File: src/rtl/lf_write_encoder.sv
module lf_write_encoder #(
  parameter int CYC_PER_US    = 48,
  parameter int T0_US         = 8,
  parameter int PWR_T0        = 4096,
  parameter int WAKE_HI_T0    = 4415,
  parameter int WAKE_EXTRA_US = 70,
  parameter int WAKE_LO_T0    = 3,
  parameter int WAKE_TAIL_T0  = 29,
  parameter int HOLD_US       = 7800,
  parameter int INIT_W        = 16,
  parameter int TRIM_W        = 8,
  parameter int CNT_W         = 32
) (
  input  logic                     clk,
  input  logic                     rst_n,
  input  logic                     start,
  input  logic [55:0]              pwd,
  input  logic [5:0]               blk_addr,
  input  logic [3:0]               byte_addr,
  input  logic [7:0]               wr_data,
  input  logic [INIT_W-1:0]        init_us,
  input  logic signed [TRIM_W-1:0] trim_w,
  input  logic signed [TRIM_W-1:0] trim_pos,
  output logic                     mod_out,
  output logic                     busy,
  output logic                     done
);
  localparam int T0C      = T0_US * CYC_PER_US;
  localparam int TRIM_LIM = 2 * T0_US;
  localparam int NBITS    = 1 + 56 + 1 + 6 + 4 + 8 + 1;
  localparam int NB_W     = $clog2(NBITS + 1);

  typedef enum logic [3:0] {IDLE, PWR, WHI, WLO, WTAIL, BHI, BLO, BEND, HOLD} st_t;

  st_t              st, nxt;
  logic [CNT_W-1:0] cnt;
  logic [NBITS-1:0] sh;
  logic [NB_W-1:0]  nleft;
  int               lw_q, pp_q, nlen;
  logic             nb;

  function automatic int clampt(input int v);
    if (v > TRIM_LIM) return TRIM_LIM;
    if (v < -TRIM_LIM) return -TRIM_LIM;
    return v;
  endfunction

  wire parity = ^{blk_addr, byte_addr, wr_data};

  assign busy    = (st != IDLE);
  assign mod_out = !(st == IDLE || st == WLO || st == BLO);
  assign nb      = (st == BEND) ? sh[1] : sh[0];

  always_comb begin
    case (st)
      IDLE:    nxt = PWR;
      PWR:     nxt = WHI;
      WHI:     nxt = WLO;
      WLO:     nxt = WTAIL;
      WTAIL:   nxt = BHI;
      BHI:     nxt = BLO;
      BLO:     nxt = BEND;
      BEND:    nxt = (nleft == NB_W'(1)) ? HOLD : BHI;
      default: nxt = IDLE;
    endcase
  end

  always_comb begin
    case (nxt)
      PWR:     nlen = (int'(init_us) + PWR_T0 * T0_US) * CYC_PER_US;
      WHI:     nlen = (WAKE_HI_T0 * T0_US + WAKE_EXTRA_US) * CYC_PER_US;
      WLO:     nlen = WAKE_LO_T0 * T0C;
      WTAIL:   nlen = WAKE_TAIL_T0 * T0C;
      BHI:     nlen = (nb ? 34 : 98) * T0C + pp_q * CYC_PER_US;
      BLO:     nlen = 6 * T0C + lw_q * CYC_PER_US;
      BEND:    nlen = (nb ? 88 : 24) * T0C - (lw_q + pp_q) * CYC_PER_US;
      HOLD:    nlen = HOLD_US * CYC_PER_US;
      default: nlen = 1;
    endcase
  end

  always_ff @(posedge clk) begin
    if (!rst_n) begin
      st    <= IDLE;
      cnt   <= '0;
      sh    <= '0;
      nleft <= '0;
      lw_q  <= 0;
      pp_q  <= 0;
      done  <= 1'b0;
    end else begin
      done <= 1'b0;
      if (st == IDLE) begin
        if (start) begin
          st    <= PWR;
          cnt   <= CNT_W'(nlen - 1);
          sh    <= {parity, wr_data, byte_addr, blk_addr, 1'b0, pwd, 1'b1};
          nleft <= NB_W'(NBITS);
          lw_q  <= clampt(int'(trim_w));
          pp_q  <= clampt(int'(trim_pos));
        end
      end else if (cnt != '0) begin
        cnt <= cnt - 1'b1;
      end else begin
        st  <= nxt;
        cnt <= CNT_W'(nlen - 1);
        if (st == BEND) begin
          sh    <= sh >> 1;
          nleft <= nleft - 1'b1;
        end
        if (st == HOLD) done <= 1'b1;
      end
    end
  end

  a_r7_done_single: assert property (@(posedge clk) disable iff (!rst_n)
    done |=> !done);
  a_r7_done_after_hold: assert property (@(posedge clk) disable iff (!rst_n)
    done |-> ($past(st) == HOLD) && !busy && !mod_out);
  a_r10_idle_quiet: assert property (@(posedge clk) disable iff (!rst_n)
    !busy |-> !mod_out);
  a_r8_no_restart: assert property (@(posedge clk) disable iff (!rst_n)
    (st != IDLE && st != PWR) |=> st != PWR);
  a_r9_trim_bounds: assert property (@(posedge clk) disable iff (!rst_n)
    busy |-> (lw_q <= TRIM_LIM && lw_q >= -TRIM_LIM && pp_q <= TRIM_LIM && pp_q >= -TRIM_LIM));
  a_r5_all_bits_sent: assert property (@(posedge clk) disable iff (!rst_n)
    (st == HOLD) |-> (nleft == '0));
endmodule

File: config.mk
export PLATFORM = sky130hd
export DESIGN_NAME = lf_write_encoder
export DESIGN_NICKNAME = d
export VERILOG_FILES = /design/src/rtl/lf_write_encoder.sv
export SDC_FILE = /design/constraint.sdc
export NUM_CORES = 1
export LEC_CHECK = 0
export BUFFER_PORTS_ARGS = -buffer_cell sky130_fd_sc_hd__buf_2
export CAP_MARGIN = 10
export CORE_ASPECT_RATIO = 0.8
export CORE_MARGIN = 8
export CORE_UTILIZATION = 33
export CTS_CLUSTER_DIAMETER = 60
export DETAILED_ROUTE_END_ITERATION = 10
export HOLD_SLACK_MARGIN = 0.02
export PLACE_DENSITY = 0.54
export SLEW_MARGIN = 20
export SYNTH_ARGS = -nofsm -noshare
export SYNTH_HDL_FRONTEND = slang
export SYNTH_SLANG_ARGS = --single-unit
export TNS_END_PERCENT = 5
File: constraint.sdc
create_clock -name clk -period 10.2 [get_ports clk]
set_input_delay 0 -clock clk [delete_from_list [all_inputs] [get_ports clk]]
set_output_delay 0 -clock clk [all_outputs]
set_load 0.03 [all_outputs]
==> results of run 1 <==
==> cell type report <==
class / instances / area, µm² / share of cell area (%)
flip-flops and latches: 137 / 2740 / 17.8
well taps: 502 / 628 / 4.07
multi-input cells: 1453 / 9630 / 62.3
diodes: 4 / 10.0 / 0.0648
inverters: 65 / 245 / 1.59
clock inverters: 11 / 139 / 0.899
repair buffers: 218 / 1600 / 10.3
clock buffers: 19 / 453 / 2.93
==> layout by cell type (no fill, tap or decap), types with 12 or more instances in the layout <==
cell / synthesis / routed
dfxtp_1: 137 / 137
o21ai_0: 100 / 100
a21oi_1: 126 / 126
nand4_1: 20 / 20
a21o_1: 15 / 15
and2_1: 18 / 18
xnor2_1: 72 / 72
clkbuf_16: 0 / 17
nor3_1: 43 / 43
nand2_1: 262 / 261
o22ai_1: 13 / 13
nor4_1: 20 / 19
a311oi_1: 75 / 75
xor2_1: 52 / 52
nor2b_1: 13 / 13
ha_1: 120 / 120
nor2_1: 179 / 179
dlygate4sd3_1: 0 / 94
nand3_1: 33 / 33
inv_1: 64 / 63
buf_2: 1 / 111
nand2b_1: 16 / 16
a211oi_1: 15 / 15
buf_4: 1 / 12
o211ai_1: 16 / 16
==> report_power, final <==
part	total [mW]	switching [mW]	leakage, nW	internal [mW]
Sequential	0.632	0.0435	1.13	0.589
Combinational	0.874	0.528	4.92	0.346
Clock	0.634	0.258	0.285	0.376
==> synthesized netlist by cell type, types with 7 or more instances <==
| cell type | count | area (µm²) |
|---|---|---|
| o21a_1 | 11 | 82.6 |
| nand2b_1 | 16 | 100 |
| nand4b_1 | 7 | 61.3 |
| a211o_1 | 8 | 70.1 |
| and3_1 | 9 | 56.3 |
| a31oi_1 | 11 | 68.8 |
| a311oi_1 | 75 | 657 |
| or2_2 | 11 | 68.8 |
| nor3_1 | 43 | 215 |
| xor2_1 | 52 | 455 |
| xnor2_1 | 72 | 631 |
| a22oi_1 | 7 | 52.6 |
| a211oi_1 | 15 | 113 |
| nand3b_1 | 8 | 60.1 |
| nor2b_1 | 13 | 81.3 |
| ha_1 | 120 | 1500 |
| o21ai_0 | 100 | 500 |
| dfxtp_1 | 137 | 2740 |
| nor4_1 | 20 | 125 |
| mux2i_1 | 11 | 110 |
| nand4_1 | 20 | 125 |
| fa_1 | 10 | 200 |
| buf_1 | 8 | 30.0 |
| nand3_1 | 33 | 165 |
| a21oi_1 | 126 | 631 |
| o211ai_1 | 16 | 120 |
| a21o_1 | 15 | 113 |
| or3_1 | 11 | 68.8 |
| o31ai_1 | 10 | 75.1 |
| nor2_1 | 179 | 672 |
| nand2_1 | 262 | 983 |
| clkbuf_1 | 83 | 312 |
| o22ai_1 | 13 | 81.3 |
| a22o_1 | 9 | 78.8 |
| and2_1 | 18 | 113 |
| inv_1 | 64 | 240 |
==> cell families (layout without fill, tap and decap cells) <==
family | count (synthesis) | in the layout
other cells | 0 | 4
mux | 11 | 11
simple gates | 683 | 683
compound gates | 504 | 504
buf+inv | 158 | 313
xor+xnor | 125 | 125
flops | 137 | 137
fa+ha+maj | 130 | 130
==> registers in the layout, summed over array words and instances (netlist names) <==
| register | count |
|---|---|
| lw_q | 8 |
| sh | 77 |
| cnt | 32 |
| pp_q | 8 |
| st | 4 |
| nleft | 7 |
| done | 1 |
==> metrics by stage <==
| stage | cell area [µm²] | power [mW] | worst slack (ns) | utilization [%] |
|---|---|---|---|---|
| 2_1_floorplan | 12900 | 1.25 | 3.14 | - |
| 3_3_place_gp | 13900 | 1.47 | 2.38 | 35.6 |
| 3_5_place_dp | 13900 | 1.48 | 2.00 | 35.6 |
| 4_1_cts | 15400 | 2.15 | 1.99 | 39.5 |
| 5_1_grt | 15400 | 2.28 | 1.23 | 39.5 |
| 6_report | 15400 | 2.14 | 1.93 | 39.6 |
==> how the worst max path moves through the flow <==
stage / endpoint / slack, ns
5_1_grt: cnt[31] / 1.23
3_5_place_dp: cnt[31] / 2.00
3_3_place_gp: cnt[31] / 2.38
4_1_cts: cnt[31] / 1.99
2_1_floorplan: cnt[31] / 3.14
6_report: cnt[31] / 1.93
==> critical path, delay by kind of cell, from the launching register on <==
kind	cells	cell delay, ns
AO/OA/AOI/OAI	13	3.92
adder cells (fa/ha/maj)	6	2.21
AND/OR/NAND/NOR	7	1.37
flip-flops	1	0.41
XOR/XNOR	1	0.16
buffers and inverters	2	0.13
==> layer usage <==
layer / vias up / wire length (µm)
met4: 2 / 717
met2: 376 / 18500
met5: - / 13
li1: 6710 / -
met1: 6313 / 21200
met3: 50 / 2530
==> timing repair <==
item                      CTS  global route
setup buffers               0             0
hold endpoints to repair   94             0
resized for setup           0             0
hold buffers               94             0
==> metrics, run 1 <==
status=completed; gr usage total=18.3%; Max transition margin=29.1%; Clk Latency, worst-skew pair=0.43 ns; DR vias=13451; critical path class=flop to flop; GR met3 Demand/Resource=3.35%; Final Max Slew Viols=0; PortBufs=111; Vias per Instance=5.58; r2r endpoint=cnt[31]; FF-to-FF setup slack=1.93 ns; Post-Synth Adder-Cell Area=13.1%; Setup-failing EPs final=0; hold path cells=4; Worst Setup End Kind=flop; busiest layer in global routing=met2; worst stage delay on the critical path=0.85 ns; die area=0.0459 mm²; Max Cap Viol=0; Final Critical Period=8.27 ns; r2r worst-path depth=29; Die H=193 µm; VDD IR max=107 µV; hold_ws=0.210 ns; Starting Density=33.2%; XOR/XNOR share of the synthesized area=8.57%; CTS Sinks=137; Seq/Total Area, Yosys=21.2%; DRC=0; post-synthesis cell area=0.0129 mm²; largest family of logic cells by synthesized area=compound AO/OA/AOI/OAI gates; H-tree depth=4; post-route clock skew=0.0101 ns; number of global-route vias before repair=12521; compound-cell area share of the yosys netlist=26.6%; fill count=4027; Die Wd=237 µm; Layout Cells excl Fill=2409; f_max=0.121 GHz; synth unique cells=92; Area Overhead vs Synth=19.3%; proportion of synthesized area in mux cells=0.850%; Critical path origin=lw_q[0]; initial antenna violation count=4; endpoints failing hold=0; Synth Net Count=1987; post-route setup TNS=0 ns; Gate Count Post-Synth=1748; Post-synth EDFFs=0; cell repeated most along the worst path=ha_1; antenna-violating nets left=0; Yosys reg bits=137; WP data required=10.56 ns; largest net degree at the start of global routing=129; drt first-iter violations=1073; Post-Place Cells=2281; Tightest Hold Check Type=input pin to flop; Critical Path AT=8.63 ns; Pre-Repair DR Iteration Count=8; simple logic cell fraction of the synthesized area=25.1%; worst r2r src=lw_q[0]; Leak=6.33 nW; Worst Setup Start Kind=flop; crit share post-route=81.1%; layout cells sized above 1=9.88%; gpl congestion=0.902; hold path start=start; # nets final=2131; grt met2 use=28.0%; CTS buffer count=17; row cnt=65; Root Driver=clkbuf_16; CP max stage cell=o311ai_0; GRT met1 Usage=26.0%; asr flop ratio synth=0%; RSZ-0062 raised after global routing=false; Reg clk slew, reported paths=0.06 ns; final wirelength=43000 µm; first-pass GRT wire length=67900 µm; dpl hpwl=32400 µm; Primary FF master, synth=dfxtp_1; grt ovf=0; Max FO, Critical Path=7; measured slew at the worst slew-check pin=1.04 ns; drt wl/cell=17.9 µm; pwr dens=139 mW/mm²; CTS tree=done; clk buf depth=2; Core ar.=0.0390 mm²; I/O pin total=112; Syn. warnings=0; Hold Crit Endpoint=cnt[6]; syn_area_per_cell=7.41 µm²
Power figures use the tool's default switching activity.
==> run 2: changes to the inputs <==
==> constraint.sdc (replaced) <==
create_clock -name clk -period 7.9 [get_ports clk]
set_input_delay 0 -clock clk [delete_from_list [all_inputs] [get_ports clk]]
set_output_delay 0 -clock clk [all_outputs]
set_load 0.03 [all_outputs]
==> run 2 against run 1 <==
Die area is the same; critical endpoint unchanged; sequential power increased by 29%; largest cell class unchanged; via count decreased by 0.30%; power is 32% higher.
==> metrics, run 2 (same netlist as run 1, synthesis figures left out) <==
status=completed; Area Overhead vs Synth=20.1%; antenna-violating nets left=0; grt ovf=0; hold path cells=4; endpoints failing hold=0; initial antenna violation count=1; sequential share of power=28.8%; measured slew at the worst slew-check pin=1.13 ns; largest net degree at the start of global routing=109; WP data required=8.22 ns; I/O pin total=112; drt wl/cell=17.4 µm; hold path start=start; VDD IR max=169 µV; first-pass GRT wire length=66800 µm; Max transition margin=22.8%; Power Internal=1.76 mW; CTS Sinks=137; row cnt=65; Reg with most FFs=sh; layout cells sized above 1=10.4%; Final Critical Period=7.29 ns; Hold Crit Endpoint=sh[76]; FF-to-FF setup slack=0.61 ns; # nets final=2136; Vias per Instance=5.55; M1 wire length=21300 µm; gpl congestion=0.907; CTS buffer count=17; worst r2r src=lw_q[0]; Clk Latency, worst-skew pair=0.43 ns; max reg flops=77; Max FO, Critical Path=7; Die H=193 µm; hold_ws=0.240 ns; Final Max Slew Viols=0; most common cell after layout, fill and taps aside=nand2_1; critical path class=flop to flop; drt first-iter violations=922; Tightest Hold Check Type=input pin to flop; cell repeated most along the worst path=ha_1; post-route setup TNS=0 ns; Die Wd=237 µm; metal2 WL=17700 µm; post-route clock skew=0.0158 ns; Root Driver=clkbuf_16; CTS tree=done; die area=0.0459 mm²; Pre-Repair DR Iteration Count=5; CP max stage cell=or4b_4; Multi-input gate area=0.00965 mm²; dpl hpwl=31700 µm; gr usage total=17.8%; Worst Setup End Kind=flop; clk buf depth=2; Worst Setup Start Kind=flop; Reg clk slew, reported paths=0.07 ns; H-tree depth=4; Max Cap Viol=0; Gate power share=39.9%; Register Area=0.00274 mm²; commonest non-fill, non-tap cells in the layout=nand2_1 (261), nor2_1 (179), dfxtp_1 (137); r2r worst-path depth=30; crit share post-route=92.3%; top routing layer in use=met4; DR vias=13410; number of global-route vias before repair=12607; Setup-failing EPs final=0; Net Sw Frac=37.8%; met3 WL=2010 µm; r2r endpoint=cnt[31]; Core ar.=0.0390 mm²; Leak=6.39 nW; f_max=0.137 GHz; Sw Pwr=1.07 mW; power share of the clock group=31.3%; Regs by FF count=sh (77), cnt (32); worst stage delay on the critical path=0.59 ns; PortBufs=111; final wirelength=42000 µm; Starting Density=33.2%; DRC=0; fill count=4046; RSZ-0062 raised after global routing=false; Critical Path AT=7.61 ns; pwr dens=182 mW/mm²
==> run 2: worst max-delay path: cells and delay by family, from the launching register on <==
family,cells,cell delay (ns)
adders and majority gates,6,2.13
xor gates and xnor gates,2,0.31
buffers and inverters,3,0.31
DFF,1,0.39
and+or+nand+nor,8,2.24
AOI/OAI and AO/OA,11,1.79
==> run 2: worst max path at each step <==
stage | from | cells past startpoint | end | slack (ns)
after floorplan | lw_q[0] | 30 | cnt[31] | 0.84
after global placement | lw_q[0] | 29 | cnt[31] | 0.43
after detailed placement | pp_q[0] | 29 | cnt[31] | 0.21
after CTS | lw_q[0] | 29 | cnt[31] | 0.17
after global routing | lw_q[0] | 30 | cnt[31] | 0.07
final | lw_q[0] | 30 | cnt[31] | 0.61
==> run 2: stage by stage <==
stage,setup WS [ns],instance area (µm²),utilization [%],cells,power (mW)
floorplan,0.837,12900,-,1748,1.62
global placement,0.433,13900,35.7,2285,1.90
detailed placement,0.209,13900,35.7,2285,1.91
CTS,0.171,15500,39.7,2411,2.84
global route,0.0652,15500,39.8,2413,3.02
finish,0.609,15500,39.8,2415,2.83
==> run 2: metal layers <==
layer | global-route usage [%] | up-vias
li1 | - | 6715
met1 | 25.8 | 6291
met2 | 26.7 | 342
met3 | 2.68 | 62
met4 | 5.46 | 0
met5 | 0 | -
==> run 2: power groups by stage <==
stage	Combinational [mW]	Sequential, mW	Clock (mW)
6_report	1.13	0.814	0.886
5_1_grt	1.25	0.824	0.941
4_1_cts	1.12	0.813	0.905
3_5_place_dp	1.08	0.827	0
3_3_place_gp	1.07	0.825	0
2_1_floorplan	0.809	0.811	0
==> run 2: final cells by class <==
cell class	instances	area share (%)
Multi-Input combinational cell	1453	62.0
Clock inverter	13	1.32
Tap cell	502	4.04
Sequential cell	137	17.6
Timing Repair Buffer	223	10.5
Clock buffer	19	2.85
Antenna cell	3	0.0483
Inverter	65	1.58
==> run 2: timing repair <==
action                                  in CTS  in global routing
hold buffers                                94                  0
setup buffers                                0                  1
gates resized for setup                      0                  9
endpoints found under the setup margin       0                  7
hold endpoints to repair                    95                  0
